**config.mk**
```make
export PLATFORM = sky130hd
export DESIGN_NAME = pm_cap_regs
export DESIGN_NICKNAME = d
export VERILOG_FILES = /design/src/rtl/pm_cap_pkg.sv /design/src/rtl/pm_ctrl_reg.sv /design/src/rtl/pm_status.sv /design/src/rtl/pm_read_mux.sv /design/src/rtl/pm_cap_regs.sv
export SDC_FILE = /design/constraint.sdc
export NUM_CORES = 1
export LEC_CHECK = 0
export BUFFER_PORTS_ARGS = -buffer_cell sky130_fd_sc_hd__buf_2
export CORE_MARGIN = 1
export CORE_UTILIZATION = 39
export DETAILED_ROUTE_END_ITERATION = 10
export GPL_TIMING_DRIVEN = 1
export PLACE_DENSITY_LB_ADDON = 0.2
export RECOVER_POWER = 50
export SLEW_MARGIN = 10
export SYNTH_ARGS = -nofsm -noshare
export SYNTH_HDL_FRONTEND = slang
export SYNTH_SLANG_ARGS = --single-unit
export TNS_END_PERCENT = 10
```
**constraint.sdc**
```tcl
create_clock -name clk_i -period 4.12 [get_ports clk_i]
set_clock_uncertainty 0.1 [all_clocks]
set_input_delay 0.412 -clock clk_i [delete_from_list [all_inputs] [get_ports clk_i]]
set_output_delay 0.412 -clock clk_i [all_outputs]
set_load 0.02 [all_outputs]
```
**src/rtl/pm_cap_pkg.sv**
```systemverilog
package pm_cap_pkg;
  localparam logic [7:0] CAP_ID     = 8'h01;
  localparam logic [2:0] CAP_VER    = 3'b010;
  localparam logic [7:0] NEXT_PTR   = 8'hE4;
  localparam int         NUM_SRC    = 3;
  localparam int         STS_BIT    = 15;
  localparam int         EN_BIT     = 8;
  localparam int         SEL_LO     = 9;
  localparam int         DATA_LO    = 24;
  localparam logic       DW_IDENT   = 1'b0;
  localparam logic       DW_CTRL    = 1'b1;
endpackage

```
**src/rtl/pm_ctrl_reg.sv**
```systemverilog
module pm_ctrl_reg #(
  parameter int SEL_W = 3
) (
  input  logic             clk_i,
  input  logic             rst_ni,
  input  logic             wr_i,
  input  logic [7:0]       byte_i,   // byte lane 1 of dword 1
  output logic             pme_en_o,
  output logic [SEL_W-1:0] sel_o
);
  always_ff @(posedge clk_i or negedge rst_ni) begin
    if (!rst_ni) begin
      pme_en_o <= 1'b0;
      sel_o    <= '0;
    end else if (wr_i) begin
      pme_en_o <= byte_i[0];
      sel_o    <= byte_i[SEL_W:1];
    end
  end
endmodule

```
**src/rtl/pm_status.sv**
```systemverilog
module pm_status
  import pm_cap_pkg::*;
(
  input  logic               clk_i,
  input  logic               por_ni,
  input  logic               rst_ni,
  input  logic               d3cold_i,
  input  logic [NUM_SRC-1:0] ev_i,
  input  logic [NUM_SRC-1:0] ev_en_i,
  input  logic               clr_i,
  input  logic               pme_en_i,
  output logic               sts_o,
  output logic               pme_no
);
  logic set;
  logic sts_rst_n;

  assign set       = |(ev_i & ev_en_i);
  // warm reset reaches the status bit only without unpowered-state wake
  assign sts_rst_n = por_ni & (rst_ni | d3cold_i);

  always_ff @(posedge clk_i or negedge sts_rst_n) begin
    if (!sts_rst_n)  sts_o <= 1'b0;
    else if (set)    sts_o <= 1'b1;
    else if (clr_i)  sts_o <= 1'b0;
  end

  assign pme_no = ~(sts_o & pme_en_i);

  a_r3_set: assert property (@(posedge clk_i) disable iff (!por_ni || !rst_ni)
    set |=> sts_o);
  a_r4_clear: assert property (@(posedge clk_i) disable iff (!por_ni || !rst_ni)
    (clr_i && !set) |=> !sts_o);
  a_r4_hold: assert property (@(posedge clk_i) disable iff (!por_ni || !rst_ni)
    (!clr_i && sts_o) |=> sts_o);
  a_r5_set_wins: assert property (@(posedge clk_i) disable iff (!por_ni || !rst_ni)
    (clr_i && set) |=> sts_o);
endmodule

```
**src/rtl/pm_read_mux.sv**
```systemverilog
module pm_read_mux
  import pm_cap_pkg::*;
#(
  parameter int NUM_DATA = 8,
  parameter int SEL_W    = $clog2(NUM_DATA)
) (
  input  logic                  clk_i,
  input  logic                  rst_ni,
  input  logic                  por_ni,
  input  logic                  rd_i,
  input  logic                  addr_i,
  input  logic                  vpd_en_i,
  input  logic                  data_en_i,
  input  logic [8*NUM_DATA-1:0] data_i,
  input  logic                  pme_en_i,
  input  logic [SEL_W-1:0]      sel_i,
  input  logic                  sts_i,
  output logic [31:0]           rdata_o
);
  logic [7:0]  bytes [NUM_DATA];
  logic [7:0]  data_byte;
  logic [31:0] dw0, dw1;
  logic        rst_n;

  assign rst_n = rst_ni & por_ni;

  for (genvar k = 0; k < NUM_DATA; k++) begin : g_byte
    assign bytes[k] = data_i[8*k +: 8];
  end

  always_comb begin
    data_byte = 8'h00;
    if (data_en_i && (32'(sel_i) < NUM_DATA)) data_byte = bytes[sel_i];
  end

  always_comb begin
    dw0 = '0;
    dw0[7:0]   = CAP_ID;
    dw0[15:8]  = vpd_en_i ? NEXT_PTR : 8'h00;
    dw0[18:16] = CAP_VER;
    dw1 = '0;
    dw1[EN_BIT]                 = pme_en_i;
    dw1[SEL_LO +: SEL_W]        = sel_i;
    dw1[STS_BIT]                = sts_i;
    dw1[DATA_LO +: 8]           = data_byte;
  end

  always_ff @(posedge clk_i or negedge rst_n) begin
    if (!rst_n)     rdata_o <= '0;
    else if (rd_i)  rdata_o <= (addr_i == DW_CTRL) ? dw1 : dw0;
  end

  a_r1_ident: assert property (@(posedge clk_i) disable iff (!rst_n)
    (rd_i && addr_i == DW_IDENT) |=>
      (rdata_o[7:0] == 8'h01 && rdata_o[18:16] == 3'b010 && rdata_o[31:19] == '0));
  a_r2_next: assert property (@(posedge clk_i) disable iff (!rst_n)
    (rd_i && addr_i == DW_IDENT) |=>
      (rdata_o[15:8] == ($past(vpd_en_i) ? 8'hE4 : 8'h00)));
  a_r7_reserved: assert property (@(posedge clk_i) disable iff (!rst_n)
    (rd_i && addr_i == DW_CTRL) |=> (rdata_o[23:16] == '0 && rdata_o[7:0] == '0));
  a_r9_hold: assert property (@(posedge clk_i) disable iff (!rst_n)
    !rd_i |=> $stable(rdata_o));
endmodule

```
**src/rtl/pm_cap_regs.sv**
```systemverilog
module pm_cap_regs
  import pm_cap_pkg::*;
#(
  parameter int NUM_DATA = 8,
  parameter int SEL_W    = $clog2(NUM_DATA)
) (
  input  logic                  clk_i,
  input  logic                  rst_ni,
  input  logic                  por_ni,
  input  logic                  cfg_req_i,
  input  logic                  cfg_we_i,
  input  logic                  cfg_addr_i,
  input  logic [3:0]            cfg_be_i,
  input  logic [31:0]           cfg_wdata_i,
  output logic [31:0]           cfg_rdata_o,
  input  logic                  vpd_en_i,
  input  logic                  pm_data_en_i,
  input  logic                  d3cold_pme_i,
  input  logic [8*NUM_DATA-1:0] pm_data_i,
  input  logic                  wake_frame_i,
  input  logic                  magic_pkt_i,
  input  logic                  link_chg_i,
  input  logic                  wake_frame_en_i,
  input  logic                  magic_pkt_en_i,
  input  logic                  link_chg_en_i,
  output logic                  pme_no
);
  logic             wr_ctrl, rd, clr, pme_en, sts;
  logic [SEL_W-1:0] sel;
  logic             rst_n;
  logic             unused_ok;

  assign rst_n   = rst_ni & por_ni;
  assign wr_ctrl = cfg_req_i & cfg_we_i & (cfg_addr_i == DW_CTRL) & cfg_be_i[1];
  assign rd      = cfg_req_i & ~cfg_we_i;
  assign clr     = wr_ctrl & cfg_wdata_i[STS_BIT];
  assign unused_ok = ^{cfg_wdata_i[31:16], cfg_wdata_i[7:0], cfg_be_i[3:2], cfg_be_i[0]};

  pm_ctrl_reg #(.SEL_W(SEL_W)) u_ctrl (
    .clk_i    (clk_i),
    .rst_ni   (rst_n),
    .wr_i     (wr_ctrl),
    .byte_i   (cfg_wdata_i[15:8]),
    .pme_en_o (pme_en),
    .sel_o    (sel)
  );

  pm_status u_sts (
    .clk_i    (clk_i),
    .por_ni   (por_ni),
    .rst_ni   (rst_ni),
    .d3cold_i (d3cold_pme_i),
    .ev_i     ({link_chg_i, magic_pkt_i, wake_frame_i}),
    .ev_en_i  ({link_chg_en_i, magic_pkt_en_i, wake_frame_en_i}),
    .clr_i    (clr),
    .pme_en_i (pme_en),
    .sts_o    (sts),
    .pme_no   (pme_no)
  );

  pm_read_mux #(.NUM_DATA(NUM_DATA), .SEL_W(SEL_W)) u_rd (
    .clk_i     (clk_i),
    .rst_ni    (rst_ni),
    .por_ni    (por_ni),
    .rd_i      (rd),
    .addr_i    (cfg_addr_i),
    .vpd_en_i  (vpd_en_i),
    .data_en_i (pm_data_en_i),
    .data_i    (pm_data_i),
    .pme_en_i  (pme_en),
    .sel_i     (sel),
    .sts_i     (sts),
    .rdata_o   (cfg_rdata_o)
  );
endmodule

```
; Yosys cells after proc, flatten, opt, wreduce, memory -nomap -nowiden
; Index checks and enable logic that the tools add are counted.
; Widths: inputs -> output; s select.
[word_totals]
regBits = 37
inputBits = 115
output_inout_bits = 33
elab_cells = 28
[classes]
magnitude_cmp = 1
n_mux = 8
n_bitwise = 13
reduce_logical = 2
[ops]
columns = operator, count
row1 = $mux 32, 1
row2 = $mux 8, 4
row3 = $bmux 8 s3, 1
row4 = $and 1x1->1, 8
row5 = $ge 4x4->1 const B, 1
row6 = $not 3->4, 1
row7 = $and 3x3->3, 1
row8 = $reduce_or 3->1, 1
row9 = $mux 1, 2
row10 = $not 1->1, 2
row11 = $reduce_bool 2->1, 1
row12 = $or 1x1->1, 1

; Longest topological paths before layout
[logic_depth]
depth_word = 6
mapped_depth = 5
depth_no_buf = 3

; Modules after synthesis
; Synthesis repeated with hierarchy kept, for this count alone.
[unflattened]
cells_unflattened = 140
hier_area_um2 = 1500.2
[modules_own_cells]
columns = module, n_inst, cells_per_inst, area_each_um2, seq_area_each_um2
row1 = pm_read_mux, 1, 121, 1260.0, 375.4
row2 = pm_ctrl_reg, 1, 8, 145.1, 100.1
row3 = pm_status, 1, 7, 63.8, 25.0
row4 = pm_cap_regs, 1, 4, 31.3, 0.0

; Least setup slack after synthesis
; No wires, ideal clock.
[synth_timing]
path_type = register to register
start = reg u_ctrl.sel_o[0]
end = reg u_rd.rdata_o[24]
setup_ns = 0.132
arrival_ns = 1.245
required_ns = 3.888
setup_slack_ns = 2.643
path_stages_with_launch = 5
path_buffers = 1
synth_period_minus_slack_ns = 1.477
path_cell_list = dfrtp_1 -> buf_6 -> mux4_1 -> nor2_1 -> o31ai_1
[synth_between]
elab_chain_cells = 6
[synth_lines]
columns = item, line
row1 = from (decl), pm_ctrl_reg.sv:9  ; output logic [SEL_W-1:0] sel_o
row2 = from (signal assigned), pm_ctrl_reg.sv:17  ; sel_o <= byte_i[SEL_W:1];
row3 = $not 3->4 (not written as such), pm_read_mux.sv:33  ; if (data_en_i && (32'(sel_i) < NUM_DATA)) data_byte = bytes[sel_i];
row4 = $bmux 8 s3, pm_read_mux.sv:33
row5 = $mux 8 (not written as such) (2 in a row), pm_read_mux.sv:33
row6 = $mux 8, pm_read_mux.sv:33
row7 = $mux 32, pm_read_mux.sv:50  ; else if (rd_i) rdata_o <= (addr_i == DW_CTRL) ? dw1 : dw0;
row8 = to (signal assigned), pm_read_mux.sv:50
row9 = to (decl), pm_read_mux.sv:18  ; output logic [31:0] rdata_o
; Every way passes these cells. The select of a mux whose other input is x is not followed.
; A chain may end at the register's enable or synchronous reset.

; Final worst setup path
[layout_timing]
start = reg u_ctrl.sel_o[0]
end = reg u_rd.rdata_o[26]
; Same word-level chain as after synthesis.

==> impl_results.md <==
- Clock root cell: clkbuf_8
- Ys Warns: 0
- Area leader, netlist: dfrtp_1
- Dpl ws: between 1.5 and 2 ns
- Synth cell types: 27
- Drt pass-1 iters: 4
- Gate power share: 0.353
- Switch share: 0.324
- Crit end category: register
- LEAKAGE: just over 1 nW
- Critical path class: reg2reg
- Slew Limit Fails: 0
- Yosys reg bits: 20
- CTS sink cnt: 20
- Reg2reg end: u_rd.rdata_o[26]$_DFFE_PN0P_
- Clock buffer depth: 2
- Antenna Nets Post-Route: 0
- DRC viols: 0
- Tot GR Track Use: 0.172
- Clock Latency Late Sink: around 0.25 ns
- Port buffer count: 102
- Crit Reg-Reg Startpoint: u_ctrl.sel_o[0]$_DFFE_PN0P_
- HP Class: in2reg
- Asr flop ratio synth: 1.00
- Rel. slew slack: 0.214
- Gpl congestion: 0.719
- Clock power frac: 0.264
- Via-to-Cell Ratio: 4.85
- Syn Area/Cell: between 10 and 15 um2
- Full die area: 4070 um2
- Wirelength per Cell: between 10 and 15 um
- Row cnt: 22
- Vias: 1381
- F_max: ~0.45 GHz
- RSZ-0062 raised after global routing: no
- Post-synth top cells: dfrtp_1 (20), nand2_1 (20), buf_4 (17), mux2_2 (17), mux4_1 (8)
- Largest cells by area after synthesis: dfrtp_1 (34%), mux4_1 (14%), mux2_2 (13%), buf_4 (8.6%), nand2_1 (5.0%)
- Core Util, Final: 0.545
- CTS tree: done
- Sequential-to-total area share from yosys stat: 0.336
- Routed WL: between 3000 and 4000 um
- Period Utilization, post-route: 0.540
- Clock Pin Slew Worst Setup and Hold Paths: about 0.07 ns
- Hold path start: link_chg_en_i
- Pwr dens: between 300 and 400 nW/um2
- H-tree depth: 1
- Final layout net count: ~350
- I/O pins: ~150
- Initial Utilization: 0.407
- First-pass GRT wire length: around 5400 um
- Max Fanout on Critical Path: 30
- WHS Endpoint: u_sts.sts_o$_DFFE_PN0P_
- Sequential power share: 0.383
- Reg2Reg Depth: 3
- Number of synthesized flops with an enable pin: 0
- Slew of the pin with the lowest slew margin: 1.18 ns
- WHS Path Cells: 3
- TritonCTS buffer count: 3
- Top cell type's share of synthesized area: 0.336
- Register-to-register setup slack: roughly 1.9 ns
- Area growth syn-to-layout: 33.8%
- Chip height: between 60 and 70 um
- Largest net degree at the start of global routing: 31
- Max_cap viols: 0
- Final Hold Fails: 0
- Maximum vdd ir drop: between 200 and 250 uV
- TNS Setup: 0 ns
- Initial antenna violation count: 0
- Worst setup SP type: register
- Ys flop type: dfrtp_1
- Status: finished clean
- Worst EP arrival: 2.26 ns
- HPWL after detailed placement: roughly 2700 um
- Die X: 63.8 um
- Final setup fails: 0
- Min Tclk post-route: approximately 2.2 ns
- Vias in the first global route: ~1200
- Int Power: about 0.00049 W
- Core Region: between 3000 and 4000 um2
- Gr ovfl total: 0
- Cell count after synthesis: 140
- Layout cells sized above 1: 0.494
- PnR Total Power: a little over 0.0007 W
- Synthesized cell area: roughly 1500 um2
- Drt initial violations: 55
- Sw power: approximately 0.00024 W
- Slack of the critical path: approximately 1.9 ns
- Data required, critical path: 4.15 ns
- Antenna fix cells: 0
## layout by cell type (no fill, tap or decap), types with 3 or more instances in the layout
cell type   n
mux2_2     17
dfrtp_1    20
conb_1     15
buf_2      95
clkbuf_8    3
mux4_1      8
nor2_1      6
o21ai_0     7
nand2_1    20
nor2b_1     6
nand2b_1    3
o22ai_1     6
clkbuf_1    7
o31ai_1     6
## stage by stage
step / instance area [um2] / cells / hold WS, ns
floorplan: 1540 / 154 / 0.0934
global placement: 1910 / 279 / 0.182
detailed placement: 1910 / 279 / 0.184
CTS: 2000 / 285 / 0.269
global route: 1990 / 285 / 0.278
finish: 1990 / 285 / 0.270
## how the worst max path moves through the flow
| stage | slack (ns) | to | from | cells past startpoint |
|---|---|---|---|---|
| floorplan | 2.64 | u_rd.rdata_o[24]$_DFFE_PN0P_ | u_ctrl.sel_o[0]$_DFFE_PN0P_ | 4 |
| global placement | 1.90 | u_rd.rdata_o[26]$_DFFE_PN0P_ | u_ctrl.sel_o[0]$_DFFE_PN0P_ | 3 |
| detailed placement | 1.90 | u_rd.rdata_o[26]$_DFFE_PN0P_ | u_ctrl.sel_o[0]$_DFFE_PN0P_ | 3 |
| CTS | 1.89 | u_rd.rdata_o[26]$_DFFE_PN0P_ | u_ctrl.sel_o[0]$_DFFE_PN0P_ | 3 |
| global route | 1.78 | u_rd.rdata_o[26]$_DFFE_PN0P_ | u_ctrl.sel_o[0]$_DFFE_PN0P_ | 3 |
| finish | 1.89 | u_rd.rdata_o[26]$_DFFE_PN0P_ | u_ctrl.sel_o[0]$_DFFE_PN0P_ | 3 |
## logic make-up (layout without fill, tap and decap cells)
logic type	after synthesis	after routing	share of synthesized area
and+or+nand+nor	39	39	0.123
AOI/OAI and AO/OA	29	29	0.131
buffers and inverters	26	109	0.138
muxes	25	25	0.270
DFF	20	20	0.336
other	1	15	0.00252
## critical path, stage by stage, from the launching register on
cell and delay (ns):
dfrtp_1 1.08, mux4_1 0.67, nor2_1 0.15, o31ai_1 0.09
## what timing repair did
action / CTS / global route
endpoints found under the setup margin: 0 / 0
setup buffers: 0 / 0
endpoints found under the hold margin: 1 / 0
hold buffers: 2 / 0
resized for setup: 0 / 0
## per-layer routing
layer  wire [um]  GRT usage
met1        1450      0.226
met5           0          0
met2        1700      0.289
met3         209     0.0375
met4          19     0.0341
## sequential cells by signal, indices dropped and copies added, names as in the netlist
name,cells
u_sts.sts_o,1
u_ctrl.pme_en_o,1
u_rd.rdata_o,15
u_ctrl.sel_o,3
## layout make-up
class,count,area [um2]
Timing Repair Buffer,104,522
Inverter,1,3.75
Sequential cell,20,500
Clock buffer,3,41.3
Clock inverter,1,30.0
Fill cell,363,1670
Tap cell,48,60.1
Multi-Input combinational cell,108,837
## power groups by stage
stage / Clock (W) / Combinational, W / Sequential, W
floorplan: 0 / 0.000212 / 0.000275
global placement: 0 / 0.000257 / 0.000283
detailed placement: 0 / 0.000259 / 0.000283
CTS: 0.000197 / 0.000261 / 0.000280
global route: 0.000203 / 0.000281 / 0.000287
finish: 0.000192 / 0.000256 / 0.000278
(Power assumes the default switching activity.)
